==> config.mk <==
export PLATFORM = sky130hd
export DESIGN_NAME = sem_bank
export DESIGN_NICKNAME = d
export VERILOG_FILES = /design/src/rtl/sem_pkg.sv /design/src/rtl/sem_port_dec.sv /design/src/rtl/sem_latch.sv /design/src/rtl/sem_rd_reg.sv /design/src/rtl/sem_bank.sv
export SDC_FILE = /design/constraint.sdc
export NUM_CORES = 1
export LEC_CHECK = 0
export BUFFER_PORTS_ARGS = -buffer_cell sky130_fd_sc_hd__buf_2
export CAP_MARGIN = 10
export CORE_ASPECT_RATIO = 1.75
export CORE_MARGIN = 2
export CORE_UTILIZATION = 44
export CTS_CLUSTER_DIAMETER = 200
export CTS_CLUSTER_SIZE = 16
export DETAILED_ROUTE_END_ITERATION = 8
export PLACE_DENSITY = 0.77
export SETUP_SLACK_MARGIN = 0.2
export SLEW_MARGIN = 40
export SYNTH_ARGS = -nofsm -noshare
export SYNTH_HDL_FRONTEND = slang
export SYNTH_SLANG_ARGS = --single-unit
==> constraint.sdc <==
create_clock -name clk -period 1.6 [get_ports clk]
set_input_delay 0.32 -clock clk [delete_from_list [all_inputs] [get_ports clk]]
set_output_delay 0.32 -clock clk [all_outputs]
set_load 0.05 [all_outputs]
==> src/rtl/sem_pkg.sv <==
package sem_pkg;

    typedef enum logic [1:0] {
        TOK_FREE  = 2'd0,
        TOK_LEFT  = 2'd1,
        TOK_RIGHT = 2'd2
    } tok_owner_e;

    typedef struct packed {
        tok_owner_e owner;
        logic       wait_l;
        logic       wait_r;
    } tok_state_t;

    localparam tok_state_t TOK_RESET = '{owner: TOK_FREE, wait_l: 1'b0, wait_r: 1'b0};

    // Applies one side's write to a latch state; from_left selects the side.
    function automatic tok_state_t tok_apply(tok_state_t s, logic from_left, logic val);
        tok_state_t n;
        tok_owner_e me;
        tok_owner_e other;
        logic       other_waits;
        n           = s;
        me          = from_left ? TOK_LEFT : TOK_RIGHT;
        other       = from_left ? TOK_RIGHT : TOK_LEFT;
        other_waits = from_left ? s.wait_r : s.wait_l;
        if (!val) begin
            if (s.owner == TOK_FREE) begin
                n.owner = me;
            end else if (s.owner != me) begin
                if (from_left) n.wait_l = 1'b1;
                else           n.wait_r = 1'b1;
            end
        end else begin
            if (s.owner == me) begin
                if (other_waits) begin
                    n.owner = other;
                    if (from_left) n.wait_r = 1'b0;
                    else           n.wait_l = 1'b0;
                end else begin
                    n.owner = TOK_FREE;
                end
            end else begin
                if (from_left) n.wait_l = 1'b0;
                else           n.wait_r = 1'b0;
            end
        end
        return n;
    endfunction

endpackage

==> src/rtl/sem_port_dec.sv <==
module sem_port_dec #(
    parameter int NSEM = 8,
    parameter int AW   = 16,
    parameter int DW   = 18,
    localparam int IW  = $clog2(NSEM)
) (
    input  logic            sem_sel,
    input  logic            mem_ce,
    input  logic            wr,
    input  logic            rd,
    input  logic [AW-1:0]   addr,
    input  logic [DW-1:0]   wdata,
    output logic [NSEM-1:0] wr_hit,
    output logic            rd_go,
    output logic [IW-1:0]   idx,
    output logic            wbit
);
    logic access;
    logic unused_hi;

    assign unused_hi = ^{addr[AW-1:IW], wdata[DW-1:1]};

    always_comb begin
        access = sem_sel && !mem_ce;
        idx    = addr[IW-1:0];
        wbit   = wdata[0];
        rd_go  = access && rd;
        wr_hit = '0;
        if (access && wr) wr_hit[idx] = 1'b1;
    end
endmodule

==> src/rtl/sem_latch.sv <==
module sem_latch
    import sem_pkg::*;
(
    input  logic clk,
    input  logic rst_n,
    input  logic l_hit,
    input  logic l_bit,
    input  logic r_hit,
    input  logic r_bit,
    output logic l_owns,
    output logic r_owns
);
    tok_state_t st_d, st_q;

    always_comb begin
        st_d = st_q;
        if (l_hit) st_d = tok_apply(st_d, 1'b1, l_bit);
        if (r_hit) st_d = tok_apply(st_d, 1'b0, r_bit);
    end

    always_ff @(posedge clk or negedge rst_n) begin
        if (!rst_n) st_q <= TOK_RESET;
        else        st_q <= st_d;
    end

    assign l_owns = (st_q.owner == TOK_LEFT);
    assign r_owns = (st_q.owner == TOK_RIGHT);
endmodule

==> src/rtl/sem_rd_reg.sv <==
module sem_rd_reg #(
    parameter int NSEM = 8,
    parameter int DW   = 18,
    localparam int IW  = $clog2(NSEM)
) (
    input  logic            clk,
    input  logic            rst_n,
    input  logic            rd_go,
    input  logic [IW-1:0]   idx,
    input  logic [NSEM-1:0] mine,
    output logic [DW-1:0]   rdata
);
    logic [DW-1:0] rdata_d, rdata_q;

    always_comb begin
        rdata_d = rdata_q;
        if (rd_go) rdata_d = {DW{!mine[idx]}};
    end

    always_ff @(posedge clk or negedge rst_n) begin
        if (!rst_n) rdata_q <= '1;
        else        rdata_q <= rdata_d;
    end

    assign rdata = rdata_q;
endmodule

==> src/rtl/sem_bank.sv <==
module sem_bank #(
    parameter int NSEM = 8,
    parameter int AW   = 16,
    parameter int DW   = 18
) (
    input  logic          clk,
    input  logic          rst_n,
    input  logic          l_sem_sel,
    input  logic          l_mem_ce,
    input  logic          l_wr,
    input  logic          l_rd,
    input  logic [AW-1:0] l_addr,
    input  logic [DW-1:0] l_wdata,
    output logic [DW-1:0] l_rdata,
    input  logic          r_sem_sel,
    input  logic          r_mem_ce,
    input  logic          r_wr,
    input  logic          r_rd,
    input  logic [AW-1:0] r_addr,
    input  logic [DW-1:0] r_wdata,
    output logic [DW-1:0] r_rdata
);
    localparam int IW = $clog2(NSEM);

    logic [NSEM-1:0] l_hit, r_hit;
    logic [NSEM-1:0] own_l, own_r;
    logic            l_rd_go, r_rd_go;
    logic [IW-1:0]   l_idx, r_idx;
    logic            l_bit, r_bit;

    sem_port_dec #(.NSEM(NSEM), .AW(AW), .DW(DW)) u_dec_l (
        .sem_sel(l_sem_sel), .mem_ce(l_mem_ce), .wr(l_wr), .rd(l_rd),
        .addr(l_addr), .wdata(l_wdata), .wr_hit(l_hit), .rd_go(l_rd_go),
        .idx(l_idx), .wbit(l_bit)
    );

    sem_port_dec #(.NSEM(NSEM), .AW(AW), .DW(DW)) u_dec_r (
        .sem_sel(r_sem_sel), .mem_ce(r_mem_ce), .wr(r_wr), .rd(r_rd),
        .addr(r_addr), .wdata(r_wdata), .wr_hit(r_hit), .rd_go(r_rd_go),
        .idx(r_idx), .wbit(r_bit)
    );

    for (genvar g = 0; g < NSEM; g++) begin : g_tok
        sem_latch u_tok (
            .clk(clk), .rst_n(rst_n),
            .l_hit(l_hit[g]), .l_bit(l_bit),
            .r_hit(r_hit[g]), .r_bit(r_bit),
            .l_owns(own_l[g]), .r_owns(own_r[g])
        );
    end

    sem_rd_reg #(.NSEM(NSEM), .DW(DW)) u_rd_l (
        .clk(clk), .rst_n(rst_n), .rd_go(l_rd_go), .idx(l_idx),
        .mine(own_l), .rdata(l_rdata)
    );

    sem_rd_reg #(.NSEM(NSEM), .DW(DW)) u_rd_r (
        .clk(clk), .rst_n(rst_n), .rd_go(r_rd_go), .idx(r_idx),
        .mine(own_r), .rdata(r_rdata)
    );
endmodule

* After elaboration in Yosys (flattened, before gate mapping) *
Index checks and enable logic that the tools add are counted.

cells by class
  magnitude comparators = 4
  equality and inequality tests = 40
  mux-type cells = 154
  reduce and logical (&&, ||, !) cells = 28

operators with widths
  kind                                                                                  count
  2-bit two-way mux                                                                     64
  4-bit two-way mux                                                                     24
  1-bit two-way mux                                                                     52
  2-bit == test (second input constant)                                                 16
  2-bit logical NOT                                                                     16
  3-bit two-way mux                                                                     8
  2-bit by 1-bit == test with 1-bit output (second input constant)                      8
  8-bit two-way mux                                                                     2
  2-bit by 1-bit != test with 1-bit output (second input constant)                      8
  2-bit != test (second input constant)                                                 8
  1-bit logical AND                                                                     8
  3-bit by 4-bit less-than comparator with 1-bit output (second input constant)         2
  1-bit binary-select mux with 3-bit select                                             2
  1-bit demux with 3-bit select                                                         2
  3-bit by 1-bit greater-or-equal comparator with 1-bit output (second input constant)  2
  1-bit logical NOT                                                                     4

word-level totals
  flip-flop bits (word level) = 34
  output and inout bits = 36
  logic and storage cells = 252

* Logic depth before layout (Yosys ltp) *
  word-level depth = 11
  depth in mapped cells = 7
  depth with buffers taken out = 4

* Hierarchy *
From an unflattened synthesis, not the netlist that was laid out.

second synthesis, totals
  cells, all modules = 288
  area, all modules = 2,697.6 um2

modules (own cells, without submodules)
  module                  times used  cells each  area an instance (um2)  sequential area each (um2)
  sem_latch               8           25          245.2                   100.1
  sem_rd_reg              2           25          236.5                   26.3
  sem_port_dec (u_dec_r)  1           18          141.4                   0.0
  sem_port_dec (u_dec_l)  1           20          121.4                   0.0

* Worst setup path before layout *
Ideal clock, no wire load.

  path type = input to register
  start = input l_addr[1]
  end = register g_tok[1].u_tok.st_q[0] (netlist bit)
  arrival = 1.569 ns
  path slack = -0.073 ns
  stages on the path = 6
  buffers on the path = 2
  cell sequence = buf_6 > nand4bb_1 > buf_2 > or4_4 > and2_4 > o41ai_4

RTL lines
  element                 line             RTL
  start: declaration      sem_bank.sv:12   input logic [AW-1:0] l_addr,
  end signal: assignment  sem_latch.sv:23  else st_q <= st_d;
  end: declaration        sem_latch.sv:13  tok_state_t st_d, st_q;

* Worst setup path in the final report *
  start = register u_rd_l.rdata[0] (netlist name)
  end = output l_rdata[12]

RTL lines
  element           line            RTL
  end: declaration  sem_bank.sv:14  output logic [DW-1:0] l_rdata,

No word-level cell between the ends.

==> impl_metrics.json <==
{
  "fin_tns_setup_ns": 0,
  "syn_avg_cell_area_um2": 8.852,
  "yosysSeqAreaShare": 0.3140,
  "slowest_delay_ns": 0.65,
  "vias_per_cell": 6.597,
  "nFillCells": 417,
  "grt_pass1_vias": 2776,
  "grt_pass1_wl_um": 13510,
  "syn_inst": 307,
  "post-route-drc-count": 0,
  "async_flop_share": 1.000,
  "start_kind": "register",
  "power_density_nw_per_um2": 1072,
  "drive_gt1_frac": 0.4922,
  "setup_viol": 0,
  "clock_skew_ns": 0.01126,
  "clk_path_buf_depth": 2,
  "cts.sinks": 34,
  "finalHoldViolCount": 0,
  "placementRows": 37,
  "critPathRequiredTime_ns": 1.28,
  "fin_area_um2": 4065,
  "die_area_um2": 6846,
  "grt_overflow": 0,
  "pin_count": 114,
  "portBuffers": 53,
  "rrSetupSlack_ns": 0.10,
  "dpl_cell_area_um2": 3212,
  "antenna_found_initial": 0,
  "post-route-period-util": 0.9888,
  "crit_arrival_ns": 1.26,
  "dpl.hpwl_um": 6122,
  "place_congestion": 0.9451,
  "drt_wl_total_um": 10020,
  "synth_edf_count": 0,
  "hold_path_class": "in -> reg",
  "cts_made_buffers": 5,
  "setup_ws_ns": 0.01785,
  "vdd_drop_max_mv": 0.6725,
  "cp-end-kind": "output pin",
  "netlist_area_um2": 2718,
  "regArea_um2": 862.1,
  "yosysUniqueCellTypes": 68,
  "switchingPower_uw": 1967,
  "grt_setup_unrepaired": "true",
  "crit_buf_inv": 2,
  "synth_ff_type": "dfrtp_1",
  "cts_root_buffer": "clkbuf_8",
  "dieWidth_um": 63.41,
  "share_clk_of_total_power": 0.154,
  "clkLatencyLatePin_ns": 0.29,
  "track_usage": 0.2528,
  "p_leak_uw": 0.001684,
  "die_y_um": 108.0,
  "nets": 463,
  "drt_iter0_markers": 355,
  "swShare": 0.4516,
  "cts_tree": "yes",
  "maxSlewHeadroom": 0.7045,
  "worstPathMaxFanout": 9,
  "syn2layout_area_growth_pct": 49.59,
  "synth_seq_cells": 34,
  "fmax_mhz": 632.1,
  "yosysWarnings": 0,
  "crit_family": "flip-flops",
  "avgRoutedWirePerCell_um": 21.59,
  "power_uw": 4356,
  "diodes": 0,
  "pwr-share-comb": 0.563,
  "status": "finished, final reports clean",
  "drtPass1Iterations": 5,
  "maxCapViolations": 0,
  "initial_core_util": 0.4586,
  "multi_input_area_um2": 1810,
  "worstSetupPathType": "reg -> out",
  "htreeDepth": 2,
  "p_int_uw": 2389,
  "core_um2": 5926,
  "worst_pin_slew_ns": 0.4432,
  "crit_slowest_cell": "dfstp_4",
  "path_clk_slew_ns": 0.08,
  "pwr-share-seq": 0.283,
  "path_cells": "buf_12 > buf_8",
  "grt_max_degree": 20,
  "route.vias.total": 3061,
  "place_worst_setup_slack_ns": -0.1828,
  "synth_nets": 385,
  "final_antenna_net_count": 0,
  "min_period_ns": 1.582,
  "maxSlewViolCount": 0
}
[Yosys cell counts (3+ instances only)]
master | n | area share
buf_4 | 34 | 0.094
dfrtp_1 | 32 | 0.29
nand2_1 | 19 | 0.026
a21oi_1 | 16 | 0.029
a31oi_1 | 16 | 0.037
nor2_1 | 15 | 0.021
inv_1 | 11 | 0.015
nor2b_1 | 10 | 0.023
clkbuf_1 | 7 | 0.0097
nand2b_1 | 7 | 0.016
nor3_1 | 7 | 0.013
o21ai_0 | 7 | 0.013
o31ai_1 | 7 | 0.019
buf_2 | 6 | 0.011
mux2i_1 | 6 | 0.022
a41oi_1 | 5 | 0.016
and2_1 | 5 | 0.012
nand3_1 | 5 | 0.0092
nand4_1 | 4 | 0.0092
nor3b_1 | 4 | 0.011
nor4_1 | 4 | 0.0092
o41ai_1 | 4 | 0.013
a31o_2 | 3 | 0.0097
nand4b_1 | 3 | 0.0097
o211a_1 | 3 | 0.011
o21a_1 | 3 | 0.0083
o32ai_1 | 3 | 0.0097
or3_1 | 3 | 0.0069
[final cells by class]
type                    instances  area share
clock inverters                 1    0.001231
clock buffers                   7     0.02124
well taps                      78     0.02401
repair buffers                120      0.2859
flip-flops and latches         34      0.2121
inverters                      11     0.01016
multi-input cells             213      0.4454
[metrics by stage]
stage	util	hold slack [ns]	instances
2_1_floorplan	-	0.02441	307
3_3_place_gp	0.5420	0.2695	440
3_5_place_dp	0.5420	0.2818	440
4_1_cts	0.5959	0.3502	453
5_1_grt	0.6860	0.3981	464
6_report	0.6860	0.3752	464
[power by group through the flow]
stage          registers [µW]  logic, µW  clock network [µW]
3_3_place_gp             1220       1710                   0
6_report                 1230       2450                 670
2_1_floorplan            1230       1440                   0
3_5_place_dp             1220       1740                   0
4_1_cts                  1220       1900                 676
5_1_grt                  1250       2550                 717
[final timing paths]
| kind | from | cells past startpoint | to |
|---|---|---|---|
| worst max-delay path | u_rd_l.rdata[0] | 2 | l_rdata[12] |
| min in group asynchronous | rst_n | 2 | g_tok[5].u_tok.st_q[0] |
| worst min register to register | g_tok[0].u_tok.st_q[0] | 2 | g_tok[0].u_tok.st_q[0] |
| worst min-delay path | l_wdata[0] | 2 | g_tok[5].u_tok.st_q[0] |
| worst max register to register | g_tok[0].u_tok.st_q[3] | 4 | g_tok[0].u_tok.st_q[0] |
| max in group asynchronous | rst_n | 3 | g_tok[7].u_tok.st_q[3] |
[sequential cells by signal, indices dropped and copies added, names as in the netlist]
signal and count:
u_rd_r.rdata 1, g_tok.u_tok.st_q 32, u_rd_l.rdata 1
[layout by cell type, fill, tap and decap left out, types with 3 or more instances in the layout]
cell type  netlist  routed
buf_4           34      58
dfrtp_1         32      31
buf_6            1      27
nand2_1         19      19
buf_8            0      15
a31oi_1         16      14
a21oi_1         16      13
nor2_1          15      13
buf_2            6      12
inv_1           11      11
nor2b_1         10       8
o21ai_0          7       6
mux2i_1          6       6
clkbuf_8         0       6
buf_12           0       6
and2_1           5       5
nand2b_1         7       5
a41oi_2          1       4
o31ai_1          7       4
nor3_2           0       4
nand4_1          4       4
or3_4            1       4
nor3b_1          4       4
nand3_1          5       4
nand4b_1         3       3
nor2_2           1       3
o31ai_2          0       3
a31o_2           3       3
o21a_1           3       3
o211a_1          3       3
[cell families after synthesis]
| group | share of synthesized area |
|---|---|
| flip-flops | 0.3140 |
| AO/OA/AOI/OAI | 0.2855 |
| buffers and inverters | 0.1367 |
| AND/OR/NAND/NOR | 0.2417 |
| multiplexers | 0.02210 |
[worst reg2reg max path, delay by kind of cell (launching register included)]
kind | cells | cell delay, ns
AO/OA/AOI/OAI | 2 | 0.28
flip-flops | 1 | 0.40
AND/OR/NAND/NOR | 2 | 0.70
[per-layer routing]
metal  up-vias  GRT usage  part of all wire
met2       228     0.4571              0.53
met3        71    0.04058             0.077
li1       1305          -                 -
met5         -          0                 0
met1      1457     0.2611              0.33
met4         0     0.1786             0.068
[what timing repair did]
item | in CTS | in global routing
endpoints found under the setup margin | 53 | 67
pin swaps | 10 | 14
cloned | 0 | 1
hold endpoints to repair | 13 | 0
setup buffers | 4 | 10
gates resized for setup | 59 | 98
hold buffers | 1 | 0
Power figures use the tool's default switching activity.
